**config.mk**
```make
export PLATFORM = sky130hd
export DESIGN_NAME = int_divider
export DESIGN_NICKNAME = d
export VERILOG_FILES = /design/src/rtl/div_pkg.sv /design/src/rtl/div_rst_sync.sv /design/src/rtl/div_prep.sv /design/src/rtl/div_core.sv /design/src/rtl/div_post.sv /design/src/rtl/int_divider.sv
export SDC_FILE = /design/constraint.sdc
export NUM_CORES = 1
export LEC_CHECK = 0
export ABC_AREA = 1
export BUFFER_PORTS_ARGS = -buffer_cell sky130_fd_sc_hd__buf_4
export CORE_ASPECT_RATIO = 1.1
export CORE_MARGIN = 10
export CORE_UTILIZATION = 39
export CTS_CLUSTER_SIZE = 30
export DETAILED_ROUTE_END_ITERATION = 7
export SKIP_LAST_GASP = 1
export SYNTH_ARGS = -nofsm -noshare
export SYNTH_HDL_FRONTEND = slang
export SYNTH_HIERARCHICAL = 1
export SYNTH_SLANG_ARGS = --single-unit
```
**constraint.sdc**
```tcl
create_clock -name clk -period 9.85 [get_ports clk]
set_input_delay 1.97 -clock clk [delete_from_list [all_inputs] [get_ports clk]]
set_output_delay 1.97 -clock clk [all_outputs]
set_load 0.01 [all_outputs]
```
**src/rtl/div_pkg.sv**
```systemverilog
package div_pkg;

  typedef enum logic [1:0] {
    ST_IDLE = 2'd0,
    ST_RUN  = 2'd1,
    ST_FIN  = 2'd2
  } div_state_e;

  // Per-operation control captured at start
  typedef struct packed {
    logic neg_q;      // quotient must be negated
    logic neg_r;      // remainder must be negated (dividend negative)
    logic is_signed;  // signed range check
    logic zero;       // divisor is zero
    logic big;        // magnitude high word >= divisor: quotient >= 2^W
  } div_ctl_t;

endpackage

```
**src/rtl/div_rst_sync.sv**
```systemverilog
module div_rst_sync (
  input  logic clk,
  input  logic rst_n,
  output logic rst_sync_n
);

  logic meta_q;
  logic hold_q;

  always_ff @(posedge clk or negedge rst_n) begin
    if (!rst_n) begin
      meta_q <= 1'b0;
      hold_q <= 1'b0;
    end else begin
      meta_q <= 1'b1;
      hold_q <= meta_q;
    end
  end

  assign rst_sync_n = hold_q;

endmodule

```
**src/rtl/div_prep.sv**
```systemverilog
module div_prep
  import div_pkg::*;
#(
  parameter int W = 16
) (
  input  logic         is_long,
  input  logic         is_signed,
  input  logic [W-1:0] dvd_hi,
  input  logic [W-1:0] dvd_lo,
  input  logic [W-1:0] dvs,
  output logic [W-1:0] mag_hi,
  output logic [W-1:0] mag_lo,
  output logic [W-1:0] mag_d,
  output div_ctl_t     ctl
);

  localparam int DW = 2 * W;

  logic [DW-1:0] ext_n;
  logic [DW-1:0] mag_n;
  logic          neg_n;
  logic          neg_d;

  always_comb begin
    if (is_long) begin
      ext_n = {dvd_hi, dvd_lo};
    end else if (is_signed) begin
      ext_n = {{W{dvd_lo[W-1]}}, dvd_lo};
    end else begin
      ext_n = {{W{1'b0}}, dvd_lo};
    end
    neg_n  = is_signed & ext_n[DW-1];
    neg_d  = is_signed & dvs[W-1];
    mag_n  = neg_n ? (~ext_n + 1'b1) : ext_n;
    mag_d  = neg_d ? (~dvs + 1'b1) : dvs;
    mag_hi = mag_n[DW-1:W];
    mag_lo = mag_n[W-1:0];
    ctl.neg_q     = neg_n ^ neg_d;
    ctl.neg_r     = neg_n;
    ctl.is_signed = is_signed;
    ctl.zero      = (dvs == '0);
    ctl.big       = (mag_hi >= mag_d);
  end

endmodule

```
**src/rtl/div_core.sv**
```systemverilog
module div_core #(
  parameter int W = 16
) (
  input  logic         clk,
  input  logic         rst_n,
  input  logic         load,
  input  logic         step,
  input  logic [W-1:0] hi_i,
  input  logic [W-1:0] lo_i,
  input  logic [W-1:0] dvs_i,
  output logic [W-1:0] quo_o,
  output logic [W-1:0] rem_o
);

  logic [W-1:0] part_q, part_d;
  logic [W-1:0] shf_q, shf_d;
  logic [W-1:0] dvs_q, dvs_d;
  logic [W:0]   trial;
  logic [W+1:0] diff;
  logic         fits;
  logic         en;

  always_comb begin
    trial  = {part_q, shf_q[W-1]};
    diff   = {1'b0, trial} - {2'b00, dvs_q};
    fits   = ~diff[W+1];
    part_d = part_q;
    shf_d  = shf_q;
    dvs_d  = dvs_q;
    if (load) begin
      part_d = hi_i;
      shf_d  = lo_i;
      dvs_d  = dvs_i;
    end else if (step) begin
      part_d = fits ? diff[W-1:0] : trial[W-1:0];
      shf_d  = {shf_q[W-2:0], fits};
    end
  end

  assign en = load | step;

  always_ff @(posedge clk or negedge rst_n) begin
    if (!rst_n) begin
      part_q <= '0;
      shf_q  <= '0;
      dvs_q  <= '0;
    end else if (en) begin
      part_q <= part_d;
      shf_q  <= shf_d;
      dvs_q  <= dvs_d;
    end
  end

  assign quo_o = shf_q;
  assign rem_o = part_q;

  // Partial remainder stays below the divisor once it starts there
  AST_PARTIAL_BOUND: assert property (@(posedge clk) disable iff (!rst_n)
    (step && (part_q < dvs_q)) |=> (part_q < dvs_q));

  AST_LOAD_BOUND: assert property (@(posedge clk) disable iff (!rst_n)
    (load && (hi_i < dvs_i)) |=> (part_q < dvs_q));

endmodule

```
**src/rtl/div_post.sv**
```systemverilog
module div_post
  import div_pkg::*;
#(
  parameter int W = 16
) (
  input  div_ctl_t     ctl,
  input  logic [W-1:0] mag_q,
  input  logic [W-1:0] mag_r,
  input  logic [W-1:0] raw_lo,
  output logic [W-1:0] quo,
  output logic [W-1:0] rem,
  output logic         zero,
  output logic         ovf
);

  localparam logic [W-1:0] HALF = {1'b1, {(W-1){1'b0}}};

  logic         range_bad;
  logic         err;
  logic [W-1:0] sq;
  logic [W-1:0] sr;

  always_comb begin
    sq = ctl.neg_q ? (~mag_q + 1'b1) : mag_q;
    sr = ctl.neg_r ? (~mag_r + 1'b1) : mag_r;
    if (ctl.is_signed) begin
      range_bad = ctl.neg_q ? (mag_q > HALF) : mag_q[W-1];
    end else begin
      range_bad = 1'b0;
    end
    zero = ctl.zero;
    ovf  = ~ctl.zero & (ctl.big | range_bad);
    err  = zero | ovf;
    quo  = err ? '1 : sq;
    rem  = err ? raw_lo : sr;
  end

endmodule

```
**src/rtl/int_divider.sv**
```systemverilog
module int_divider
  import div_pkg::*;
#(
  parameter int W = 16
) (
  input  logic         clk,
  input  logic         rst_n,
  input  logic         start,
  input  logic         is_long,
  input  logic         is_signed,
  input  logic [W-1:0] dvd_hi,
  input  logic [W-1:0] dvd_lo,
  input  logic [W-1:0] dvs,
  output logic         busy,
  output logic         done,
  output logic [W-1:0] quotient,
  output logic [W-1:0] remainder,
  output logic         div_zero,
  output logic         overflow
);

  localparam int CW = $clog2(W);
  localparam logic [CW-1:0] LAST = CW'(W - 1);

  logic         rst_sync_n;
  div_state_e   state_q, state_d;
  logic [CW-1:0] cnt_q, cnt_d;
  div_ctl_t     ctl_q, ctl_in;
  logic [W-1:0] lo_q;
  logic [W-1:0] mag_hi, mag_lo, mag_d;
  logic [W-1:0] core_q, core_r;
  logic [W-1:0] post_q, post_r;
  logic         post_z, post_o;
  logic         take;
  logic         step;
  logic         fin;

  div_rst_sync u_rst (
    .clk        (clk),
    .rst_n      (rst_n),
    .rst_sync_n (rst_sync_n)
  );

  div_prep #(.W(W)) u_prep (
    .is_long   (is_long),
    .is_signed (is_signed),
    .dvd_hi    (dvd_hi),
    .dvd_lo    (dvd_lo),
    .dvs       (dvs),
    .mag_hi    (mag_hi),
    .mag_lo    (mag_lo),
    .mag_d     (mag_d),
    .ctl       (ctl_in)
  );

  div_core #(.W(W)) u_core (
    .clk   (clk),
    .rst_n (rst_sync_n),
    .load  (take),
    .step  (step),
    .hi_i  (mag_hi),
    .lo_i  (mag_lo),
    .dvs_i (mag_d),
    .quo_o (core_q),
    .rem_o (core_r)
  );

  div_post #(.W(W)) u_post (
    .ctl    (ctl_q),
    .mag_q  (core_q),
    .mag_r  (core_r),
    .raw_lo (lo_q),
    .quo    (post_q),
    .rem    (post_r),
    .zero   (post_z),
    .ovf    (post_o)
  );

  assign take = start & (state_q == ST_IDLE);
  assign step = (state_q == ST_RUN);
  assign fin  = (state_q == ST_FIN);

  // Next-state logic
  always_comb begin
    state_d = state_q;
    cnt_d   = cnt_q;
    unique case (state_q)
      ST_IDLE: begin
        if (take) begin
          state_d = ST_RUN;
          cnt_d   = '0;
        end
      end
      ST_RUN: begin
        cnt_d = cnt_q + 1'b1;
        if (cnt_q == LAST) begin
          state_d = ST_FIN;
        end
      end
      ST_FIN:  state_d = ST_IDLE;
      default: state_d = ST_IDLE;
    endcase
  end

  // Control registers
  always_ff @(posedge clk or negedge rst_sync_n) begin
    if (!rst_sync_n) begin
      state_q <= ST_IDLE;
      cnt_q   <= '0;
      done    <= 1'b0;
    end else begin
      state_q <= state_d;
      cnt_q   <= cnt_d;
      done    <= fin;
    end
  end

  // Operation capture, enabled by an accepted start
  always_ff @(posedge clk or negedge rst_sync_n) begin
    if (!rst_sync_n) begin
      ctl_q <= '0;
      lo_q  <= '0;
    end else if (take) begin
      ctl_q <= ctl_in;
      lo_q  <= dvd_lo;
    end
  end

  // Result registers, enabled in the correction cycle
  always_ff @(posedge clk or negedge rst_sync_n) begin
    if (!rst_sync_n) begin
      quotient  <= '0;
      remainder <= '0;
      div_zero  <= 1'b0;
      overflow  <= 1'b0;
    end else if (fin) begin
      quotient  <= post_q;
      remainder <= post_r;
      div_zero  <= post_z;
      overflow  <= post_o;
    end
  end

  assign busy = (state_q != ST_IDLE);

  AST_DONE_SINGLE: assert property (@(posedge clk) disable iff (!rst_sync_n)
    done |=> !done);

  AST_DONE_AFTER_BUSY: assert property (@(posedge clk) disable iff (!rst_sync_n)
    done |-> (!busy && $past(busy)));

  AST_START_IGNORED: assert property (@(posedge clk) disable iff (!rst_sync_n)
    (busy && start) |=> ($stable(ctl_q) && $stable(lo_q)));

  AST_ZERO_RESULT: assert property (@(posedge clk) disable iff (!rst_sync_n)
    (done && div_zero) |-> ((quotient == '1) && !overflow && (remainder == lo_q)));

  AST_OVF_RESULT: assert property (@(posedge clk) disable iff (!rst_sync_n)
    (done && overflow) |-> ((quotient == '1) && !div_zero));

  AST_REM_SIGN: assert property (@(posedge clk) disable iff (!rst_sync_n)
    (done && ctl_q.is_signed && !div_zero && !overflow && (remainder != '0))
      |-> (remainder[W-1] == ctl_q.neg_r));

  AST_RESULT_HOLD: assert property (@(posedge clk) disable iff (!rst_sync_n)
    !fin |=> ($stable(quotient) && $stable(remainder)));

endmodule

```
==> impl_metrics.py, run 1 <==
metrics = {
    "place": {
        "pre_cts_slack_ns": 4.965,
        "io_buffers": 88,
        "dpl_cell_area_um2": 9340,
        "dp_cells": 1624,
        "gp_congestion": 0.9176,
        "place_hpwl_mm": 19.95,
    },
    "worst_hold_path": {
        "hold_path.class": "flip-flop to asynchronous set/reset pin",
    },
    "synth": {
        "synth_seq_cells": 112,
        "synthesis.area_um2": 8563,
        "synth_edf_count": 0,
        "synthArstFlopShare": 1.000,
        "ys_types": 44,
        "ys_seq_area_frac": 0.3273,
        "yosysWarnings": 6,
        "synth.avg_cell_area_um2": 6.654,
        "synthCells": 1287,
        "synth_nets": 1378,
        "synthFlopType": "dfrtp_1",
    },
    "worst_setup_path": {
        "critPathCaptureType": "flip-flop",
        "start_kind": "input port",
        "rr_worst_depth": 8,
        "worstPathArrival_ns": 4.83,
        "worstPathRequired_ns": 10.15,
        "path_max_fanout": 28,
        "path_class": "input port to flip-flop",
    },
    "timing": {
        "rsz0062_at_grt": "false",
        "fin_crit_sh": 0.4604,
        "hold_violations": 0,
        "max_slew_margin": 0.3186,
        "fmax_mhz": 220.5,
        "skew_ns": 0.008922,
        "setup_viol": 0,
        "fin_setup_tns_ns": 0,
        "slew_viol_final": 0,
        "period_needed_ns": 4.535,
        "worst_pin_slew_ns": 1.022,
        "layout_setup_ws_ns": 5.315,
    },
    "die": {
        "io_pins": 89,
        "die_area_um2": 28290,
        "die_y_um": 175.4,
        "dieWidth_um": 161.3,
        "rows": 56,
        "core-area_um2": 21440,
        "start_util": 0.3994,
    },
    "clock_network": {
        "cts_buffers": 9,
        "cts_tree": "done",
        "clockBufferDepth": 2,
        "clk_pin_slew_ns": 0.08,
        "postCtsSetupRepairBufs": 0,
        "h-tree-depth": 3,
        "insertion_delay_ns": 0.36,
        "cts_resized": 0,
        "cts_sinks": 112,
        "cts_root_buf": "clkbuf_16",
        "cts_hold_buf": 0,
    },
    "route": {
        "wl_per_cell_um": 15.42,
        "drt_iter0_markers": 559,
        "wl_mm": 25.29,
        "ant_nets": 0,
        "vias": 8113,
        "via_per_inst": 4.947,
        "drc_errors": 0,
        "dr.pass1.iters": 5,
    },
    "cells_and_area": {
        "layout.cells.non_filler": 1640,
        "antenna_cells": 0,
        "layout-drive-gt1-share": 0.1119,
        "fin_nets": 1436,
        "area_growth_pct": 12.73,
        "n_fill_cell": 2337,
        "final_area_um2": 9653,
    },
    "grt": {
        "overflow": 0,
        "grt_max_degree": 86,
        "grt_pass1_vias": 7723,
        "grt_first_pass_wirelength_mm": 40.39,
        "antenna_found_initial": 0,
        "grt_use_total": 0.1752,
    },
    "power": {
        "irDropWorstVdd_v": 0.0001484,
        "leakage_nw": 5.097,
        "p_per_area_nw_per_um2": 308.7,
    },
    "status": {
        "status": "finished, final reports clean",
    },
    "flow_run": {
        "drv_cap": 0,
    },
}
## path summary, 6_finish.rpt
check | from | end | slack, ns
worst max-delay path | is_long | ctl_q[0] | 5.32
worst min-delay path | u_rst/rst_sync_n | remainder[5] | 0.26
worst max register to register | state_q[1] | u_core/quo_o[11] | 7.04
worst min register to register | u_rst/rst_sync_n | remainder[5] | 0.26
max in group asynchronous | u_rst/rst_sync_n | ctl_q[4] | 8.22
min in group clk | u_rst/meta_q | u_rst/rst_sync_n | 0.36
## where the power goes
part	internal, mW	total (mW)	switching [mW]	leakage, nW
clock	0.204	0.395	0.191	0.154
sequential	0.652	0.857	0.205	1.34
combinational	0.647	1.73	1.08	3.60
## layout by cell type (no fill, tap or decap), drive strengths merged
master  count
or2        12
nand3b      6
o221ai     12
o31ai       1
bufinv      1
xnor2      17
nor2      103
ha         37
o21a        3
clkbuf      9
o21bai      4
conb        1
xor2       39
inv       158
o22ai       1
dfrtp     112
nand4      10
nand2     499
o211ai      2
buf        92
nor4        2
a22oi      17
a21oi      33
nor3        8
and2        1
fa          1
clkinv      4
o21ai      83
nand2b      1
nand3      81
## cell usage after synthesis, types with 2 or more instances
cell type | n | share of area
a21oi_1 | 30 | 0.018
a21oi_2 | 2 | 0.0020
a22oi_1 | 17 | 0.015
buf_1 | 3 | 0.0013
buf_2 | 14 | 0.0082
buf_4 | 15 | 0.013
buf_6 | 5 | 0.0066
clkbuf_1 | 8 | 0.0035
dfrtp_1 | 112 | 0.33
ha_1 | 37 | 0.054
inv_1 | 145 | 0.064
inv_2 | 10 | 0.0044
nand2_1 | 488 | 0.21
nand2_2 | 9 | 0.0066
nand2_4 | 2 | 0.0026
nand3_1 | 78 | 0.046
nand3_2 | 2 | 0.0023
nand3b_1 | 6 | 0.0053
nand4_1 | 10 | 0.0073
nor2_1 | 98 | 0.043
nor2_2 | 3 | 0.0022
nor2_4 | 2 | 0.0026
nor3_1 | 8 | 0.0047
nor4_1 | 2 | 0.0015
o211ai_1 | 2 | 0.0018
o21a_1 | 3 | 0.0026
o21ai_0 | 60 | 0.035
o21ai_1 | 21 | 0.012
o21ai_2 | 2 | 0.0020
o21bai_1 | 4 | 0.0035
o221ai_1 | 12 | 0.012
or2_1 | 5 | 0.0037
or2_2 | 7 | 0.0051
xnor2_1 | 17 | 0.017
xor2_1 | 39 | 0.040
## kinds of logic after synthesis
group                      synth area share
AOI/OAI and AO/OA                    0.1075
xor gates and xnor gates            0.05728
adders and majority gates           0.05640
buffers and inverters                0.1013
DFF                                  0.3273
other                             0.0004379
and+or+nand+nor                      0.3498
## cell type report
cell class	instances	area [µm²]	area share
multi-input combinational	974	4893	0.5069
timing repair buffer	92	690.7	0.07155
sequential	112	2806	0.2907
clock buffer	9	225.2	0.02333
inverter	156	586.8	0.06079
clock inverter	7	87.58	0.009073
tap	290	362.8	0.03759
## routing by layer
layer | up-vias | share of wire | global-route usage
met5 | - | 0 | 0
met4 | 0 | 0.026 | 0.06373
met3 | 38 | 0.047 | 0.03157
met2 | 181 | 0.47 | 0.2886
met1 | 3713 | 0.46 | 0.2242
li1 | 4181 | - | -
## sequential cells by signal, indices dropped and copies added (netlist names), 2 cells and up
name          count
u_core/dvs_q     16
state_q           2
ctl_q             5
u_core/quo_o     16
remainder        16
quotient         16
cnt_q             4
u_core/rem_o     16
lo_q             16
## worst max-delay path, cell delays in order
cell	delay (ns)
buf_4	0.17
inv_2	0.08
nand3_4	0.23
a21oi_4	0.67
nand2_1	0.37
nand3_1	0.18
nand2_1	0.06
nand2_1	0.06
inv_1	0.05
ha_1	0.27
nand2_1	0.06
inv_1	0.05
nand3_1	0.08
nor3_1	0.18
o21ai_0	0.12
nand3_1	0.08
nand2_1	0.05
nand2_1	0.09
## through the flow
step,hold WS [ns],power [mW],utilization
6_report,0.2628,2.980,0.4502
5_1_grt,0.3070,3.286,0.4502
4_1_cts,0.2894,2.990,0.4502
3_5_place_dp,0.2836,2.583,0.4356
3_3_place_gp,0.2829,2.555,0.4356
2_1_floorplan,0.3312,2.125,-
(Power assumes the default switching activity.)
==> run 2, diff against run 1 <==
clock period = 4.35 ns   (was 9.85 ns; I/O delays follow)
==> run 2 against run 1 <==
  * Sequential share of layout area about the same
  * Global-route usage about the same
  * Power increased by 120%
  * Clock power increased by 100%
  * Cell area decreased by 0.17%
  * Worst setup slack got worse by 4.2 ns
  * Register-to-register slack got worse by 5.2 ns
  * Critical path depth unchanged
  * Largest power group unchanged
==> impl_metrics.py, run 2 (synthesized netlist as in run 1, its figures left out) <==
metrics = {
    "grt": {
        "use_met1": 0.2260,
        "grt.met2_usage": 0.2948,
        "grt_use_total": 0.1756,
        "grt_first_pass_wirelength_mm": 40.74,
        "grt_pass1_vias": 7831,
        "top_usage_layer": "met2",
        "use_met3": 0.02526,
        "overflow": 0,
        "grt_max_degree": 86,
        "antenna_found_initial": 0,
    },
    "clock_network": {
        "cts_sinks": 112,
        "h-tree-depth": 3,
        "clockBufferDepth": 2,
        "postCtsSetupRepairBufs": 0,
        "cts_tree": "done",
        "cts_buffers": 9,
        "cts_hold_buf": 0,
        "cts_resized": 0,
        "insertion_delay_ns": 0.35,
        "cts_root_buf": "clkbuf_16",
        "clk_pin_slew_ns": 0.07,
    },
    "timing": {
        "hold_violations": 0,
        "setup_viol": 0,
        "max_slew_margin": 0.2547,
        "worst_pin_slew_ns": 1.118,
        "slew_viol_final": 0,
        "fmax_mhz": 311.5,
        "layout_setup_ws_ns": 1.140,
        "period_needed_ns": 3.210,
        "fin_crit_sh": 0.7380,
        "skew_ns": 0.01136,
        "rsz0062_at_grt": "false",
        "fin_setup_tns_ns": 0,
    },
    "worst_setup_path": {
        "critPathCaptureType": "flip-flop",
        "path_max_fanout": 27,
        "start_kind": "input port",
        "worstPathRequired_ns": 4.64,
        "path_class": "input port to flip-flop",
        "worstPathArrival_ns": 3.50,
    },
    "route": {
        "drt_iter0_markers": 649,
        "vias": 8137,
        "drc_errors": 0,
        "wl_mm": 25.25,
        "wl_per_cell_um": 15.38,
        "ant_nets": 0,
        "dr.pass1.iters": 5,
        "via_per_inst": 4.956,
    },
    "die": {
        "die_area_um2": 28290,
        "die_y_um": 175.4,
        "rows": 56,
        "core-area_um2": 21440,
        "dieWidth_um": 161.3,
        "io_pins": 89,
        "start_util": 0.3994,
    },
    "cells_and_area": {
        "area_growth_pct": 12.54,
        "mostFrequentLayoutCells": "488 x nand2_1, 145 x inv_1, 111 x dfrtp_1, 98 x nor2_1, 95 x buf_4",
        "mostFrequentLayoutCell": "nand2_1",
        "fin_nets": 1439,
        "antenna_cells": 0,
        "layout-drive-gt1-share": 0.1117,
    },
    "power": {
        "total_power_mw": 6.669,
        "seqPwrFrac": 0.292,
        "power.switching_mw": 3.296,
        "irDropWorstVdd_v": 0.0003222,
        "internal_power_mw": 3.373,
        "p_clk_frac": 0.121,
        "combPwrFrac": 0.587,
        "leakage_nw": 5.095,
        "switching_share": 0.4942,
        "p_per_area_nw_per_um2": 692.1,
    },
    "place": {
        "gp_congestion": 0.8868,
        "pre_cts_slack_ns": 0.8267,
        "place_hpwl_mm": 19.88,
        "io_buffers": 88,
    },
    "status": {
        "status": "finished, final reports clean",
    },
    "worst_hold_path": {
        "hold_path.class": "input port to asynchronous set/reset pin",
    },
    "flow_run": {
        "drv_cap": 0,
    },
}
[run 2: changes by cell type in the layout (fill, tap and decap cells not counted)]
cell | previous run | this run
clkbuf_8 | 0 | 2
clkinv_2 | 1 | 2
inv_8 | 2 | 0
clkbuf_1 | 0 | 2
clkinv_4 | 3 | 0
buf_4 | 92 | 95
bufinv_16 | 1 | 0
[run 2: area by class of cell]
cell class,instances,area (µm²)
Multi-Input combinational cell,974,4893
Clock buffer,13,260.3
Fill cell,2355,11800
Timing Repair Buffer,95,713.2
Clock inverter,2,13.76
Tap cell,290,362.8
Inverter,156,586.8
Sequential cell,112,2806
[run 2: critical path: stages]
cell and delay, ns:
buf_4 0.17, inv_2 0.08, nand3_4 0.23, a21oi_4 0.49
nand2_1 0.30, nand3_1 0.16, nand2_1 0.05, nand2_1 0.05
inv_1 0.06, ha_1 0.27, nand2_1 0.06, inv_1 0.06
nand3_1 0.09, nor3_1 0.20, o21ai_0 0.13, nand3_1 0.08
nand2_1 0.05, nand2_1 0.08
[run 2: path summary, 6_finish.rpt]
path                                       start               end  slack (ns)  cells after the start
worst max-delay path                     is_long          ctl_q[0]        1.14                     18
worst min-delay path                       rst_n  u_rst/rst_sync_n        0.28                      1
worst max register to register   u_core/quo_o[0]     remainder[12]        1.81                     12
worst min register to register      u_rst/meta_q  u_rst/rst_sync_n        0.36                      0
max in group asynchronous       u_rst/rst_sync_n      remainder[2]        2.75                      1
min in group clk                    u_rst/meta_q  u_rst/rst_sync_n        0.36                      0
[run 2: routing by layer]
| metal | vias to the layer above | part of all wire | routed length (µm) |
|---|---|---|---|
| met5 | - | 0 | 0 |
| met4 | 0 | 0.025 | 621 |
| met3 | 31 | 0.046 | 1170 |
| met2 | 189 | 0.47 | 11940 |
| met1 | 3738 | 0.46 | 11520 |
| li1 | 4179 | - | - |
[run 2: per-stage QoR]
step             util  cell area (µm²)  hold WS [ns]  std cells
2_1_floorplan       -             8563        0.3312       1287
3_3_place_gp   0.4367             9363        0.3376       1627
3_5_place_dp   0.4367             9363        0.3491       1627
4_1_cts        0.4495             9637        0.2793       1642
5_1_grt        0.4495             9637        0.2769       1642
6_report       0.4495             9637        0.2838       1642
[run 2: power by group through the flow]
stage | registers, mW | clock network (mW) | logic, mW
after global routing | 2.03 | 0.858 | 4.51
after floorplan | 1.83 | 0 | 2.98
after CTS | 1.95 | 0.821 | 3.91
final | 1.95 | 0.805 | 3.92
after global placement | 1.96 | 0 | 3.85
after detailed placement | 1.97 | 0 | 3.90
==> run 3, diff against run 2 <==
ABC_AREA = 0   (was 1)
clock period = 2.9 ns   (was 4.35 ns; I/O delays follow)
==> run 3 against run 2 <==
  * The run now ends with negative setup slack left
  * Cell area increased by 10%
  * Hold slack improved by 0.072 ns
  * Critical path depth decreased by 6
  * Worst setup slack got worse by 1.4 ns
  * Critical endpoint unchanged
==> impl_metrics.py, run 3 <==
metrics = {
    "status": {
        "status": "finished with violations",
        "violations": "negative setup slack",
    },
    "route": {
        "vias": 7276,
        "wirelength_met1_mm": 10.50,
        "wl_mm": 23.31,
        "dr.pass1.iters": 5,
        "drt_iter0_markers": 292,
        "top_layer": "met4",
        "dr_wl_met2_mm": 11.09,
        "drc_errors": 0,
        "ant_nets": 0,
        "wl_per_cell_um": 16.76,
        "via_per_inst": 5.231,
        "dr_wl_met3_mm": 1.145,
    },
    "die": {
        "dieWidth_um": 160.2,
        "start_util": 0.3959,
        "die_y_um": 174.2,
        "rows": 56,
        "die_area_um2": 27910,
        "io_pins": 89,
        "core-area_um2": 21300,
    },
    "synth": {
        "synthesis.area_um2": 8432,
        "synthFlopType": "dfrtp_1",
        "ys_types": 71,
        "synth_mux_area_frac": 0.1367,
        "synth_compound_area_frac": 0.1699,
        "synth_top_family_by_area": "compound AO/OA/AOI/OAI gates",
        "synth_top_cell_by_area": "dfrtp_1",
        "yosysWarnings": 6,
        "ys_seq_area_frac": 0.3324,
        "synth_area_leaders": "dfrtp_1 33%, ha_1 5.5%, mux2_2 5.5%, mux2_4 4.8%, xnor2_1 4.4%",
        "synthArstFlopShare": 1.000,
        "synthAdderAreaFrac": 0.05728,
        "synthCells": 910,
        "synth_seq_cells": 112,
        "synth.avg_cell_area_um2": 9.266,
        "synth_edf_count": 0,
        "yosys.area_share.simple": 0.1640,
        "synth_nets": 1001,
        "yosysTopAreaCellShare": 0.3324,
        "yosysMostFrequentCell": "dfrtp_1",
        "yosys-top-cells-count": "112 x dfrtp_1, 95 x nand2_1, 69 x o21ai_0",
        "yosys.area_share.xor_xnor": 0.08102,
    },
    "worst_setup_path": {
        "path_class": "input port to flip-flop",
        "critical_path.cell_chain": "buf_4 -> or3_4 -> and4bb_2 -> o2111ai_4 -> o31ai_2 -> xor2_1 -> ha_1 -> a211oi_2 -> o31ai_1 -> a221oi_1 -> o21ai_1 -> mux2_4",
        "critPathMaxStageDelay_ns": 0.42,
        "cpLargestDelayFamily": "compound AO/OA/AOI/OAI gates",
        "path_max_fanout": 4,
        "worstPathRequired_ns": 3.15,
        "critPathCaptureType": "flip-flop",
        "worstPathArrival_ns": 3.43,
        "critPathSlowestCell": "or3_4",
        "path_buf_inv": 1,
        "start_kind": "input port",
    },
    "place": {
        "io_buffers": 88,
        "place_hpwl_mm": 18.28,
        "gp_congestion": 0.9165,
        "dp_cells": 1368,
    },
    "timing": {
        "max_slew_margin": 0.5633,
        "skew_ns": 0.007762,
        "period_needed_ns": 3.175,
        "fmax_mhz": 315.0,
        "layout_setup_ws_ns": -0.2750,
        "fin_setup_tns_ns": -0.2750,
        "rsz0062_at_grt": "true",
        "hold_violations": 0,
        "worst_pin_slew_ns": 0.6550,
        "fin_crit_sh": 1.095,
        "setup_viol": 1,
        "slew_viol_final": 0,
    },
    "grt": {
        "grt_use_total": 0.1658,
        "grt_max_degree": 65,
        "overflow": 0,
        "antenna_found_initial": 1,
        "grt_first_pass_wirelength_mm": 38.08,
        "grt_pass1_vias": 7325,
    },
    "cells_and_area": {
        "antenna_cells": 0,
        "multiInputGateArea_um2": 5194,
        "fin_nets": 1187,
        "mostFrequentLayoutCells": "223 x buf_4, 111 x dfrtp_1, 95 x nand2_1, 68 x o21ai_0, 49 x a21oi_1",
        "layout-drive-gt1-share": 0.3134,
        "area_growth_pct": 25.92,
        "layout.cells.non_filler": 1391,
        "regArea_um2": 2806,
        "mostFrequentLayoutCell": "buf_4",
        "post-route-util": 0.4985,
        "n_fill_cell": 2025,
    },
    "worst_hold_path": {
        "hold_path.class": "flip-flop to asynchronous set/reset pin",
    },
    "power": {
        "leakage_nw": 4.909,
        "p_per_area_nw_per_um2": 1037,
        "total_power_mw": 11.01,
        "irDropWorstVdd_v": 0.0006329,
    },
    "clock_network": {
        "clockBufferDepth": 2,
        "clk_pin_slew_ns": 0.08,
        "cts_tree": "done",
        "h-tree-depth": 3,
        "insertion_delay_ns": 0.36,
        "cts_buffers": 9,
        "cts_root_buf": "clkbuf_16",
        "cts_sinks": 112,
    },
    "flow_run": {
        "drv_cap": 0,
    },
}
-- run 3: changes by cell type after synthesis, moves of 17 or more --
cell and delta:
nand2_1 -393, inv_1 -97, nand3_1 -66, nor2_1 -51
mux2_2 +41, mux2_4 +27, xnor2_1 +25, mux2i_1 +24
a21oi_1 +19, clkbuf_1 +18, a22oi_1 -17
-- run 3: final cells by class --
cell class | count | area share
flip-flops and latches | 112 | 0.2643
repair buffers | 227 | 0.1643
well taps | 290 | 0.03417
inverters | 49 | 0.01732
clock inverters | 7 | 0.009545
multi-input cells | 697 | 0.4892
clock buffers | 9 | 0.02121
-- run 3: cells by family after synthesis --
| kind of cell | count (synthesis) |
|---|---|
| AOI/OAI and AO/OA | 223 |
| xor gates and xnor gates | 78 |
| adders and majority gates | 38 |
| buffers and inverters | 101 |
| DFF | 112 |
| muxes | 96 |
| other | 1 |
| and+or+nand+nor | 261 |
-- run 3: routing by layer --
layer,vias to the layer above,track usage
met5,-,0
met4,0,0.06202
met3,34,0.03284
met2,173,0.2735
met1,3437,0.2095
li1,3632,-
-- run 3: worst paths after layout --
check,cells after the start,startpoint,end,slack (ns)
worst max-delay path,12,dvd_lo[11],ctl_q[0],-0.28
worst min-delay path,0,u_rst/rst_sync_n,remainder[9],0.36
worst max register to register,11,u_core/quo_o[15],u_core/rem_o[12],0.16
worst min register to register,0,u_rst/rst_sync_n,remainder[9],0.36
max in group asynchronous,1,u_rst/rst_sync_n,u_core/rem_o[5],1.77
min in group clk,0,u_rst/meta_q,u_rst/rst_sync_n,0.36
-- run 3: where the power goes --
part	internal [mW]	switching [mW]	leakage, nW	total, mW
clock network	0.767	0.618	0.158	1.39
logic	3.25	3.35	3.42	6.60
registers	2.33	0.692	1.33	3.02
total	6.34	4.66	4.91	11.0
-- run 3: through the flow --
stage / instance area (µm²) / hold slack, ns / setup slack (ns)
2_1_floorplan: 8438 / 0.2844 / -0.5814
3_3_place_gp: 10190 / 0.3407 / -0.7666
3_5_place_dp: 10190 / 0.3441 / -0.8016
4_1_cts: 10600 / 0.3675 / -0.2835
5_1_grt: 10620 / 0.3789 / -0.4394
6_report: 10620 / 0.3561 / -0.2750
-- run 3: worst reg2reg max path, cell delays in order (launching register included) --
cell      delay (ns)
dfrtp_1         0.38
inv_1           0.06
ha_1            0.19
inv_1           0.07
fa_1            0.43
a211oi_1        0.40
o21ai_0         0.27
a21oi_1         0.28
nand4_1         0.12
o2111a_1        0.16
mux2i_1         0.17
o21ai_1         0.08
-- run 3: repair_timing --
action / CTS / global route
gates resized for setup: 7 / 1
hold endpoints to repair: 2 / 0
pin swaps: 14 / 3
setup buffers: 5 / 1
setup endpoints to repair: 1 / 1
hold buffers: 1 / 0
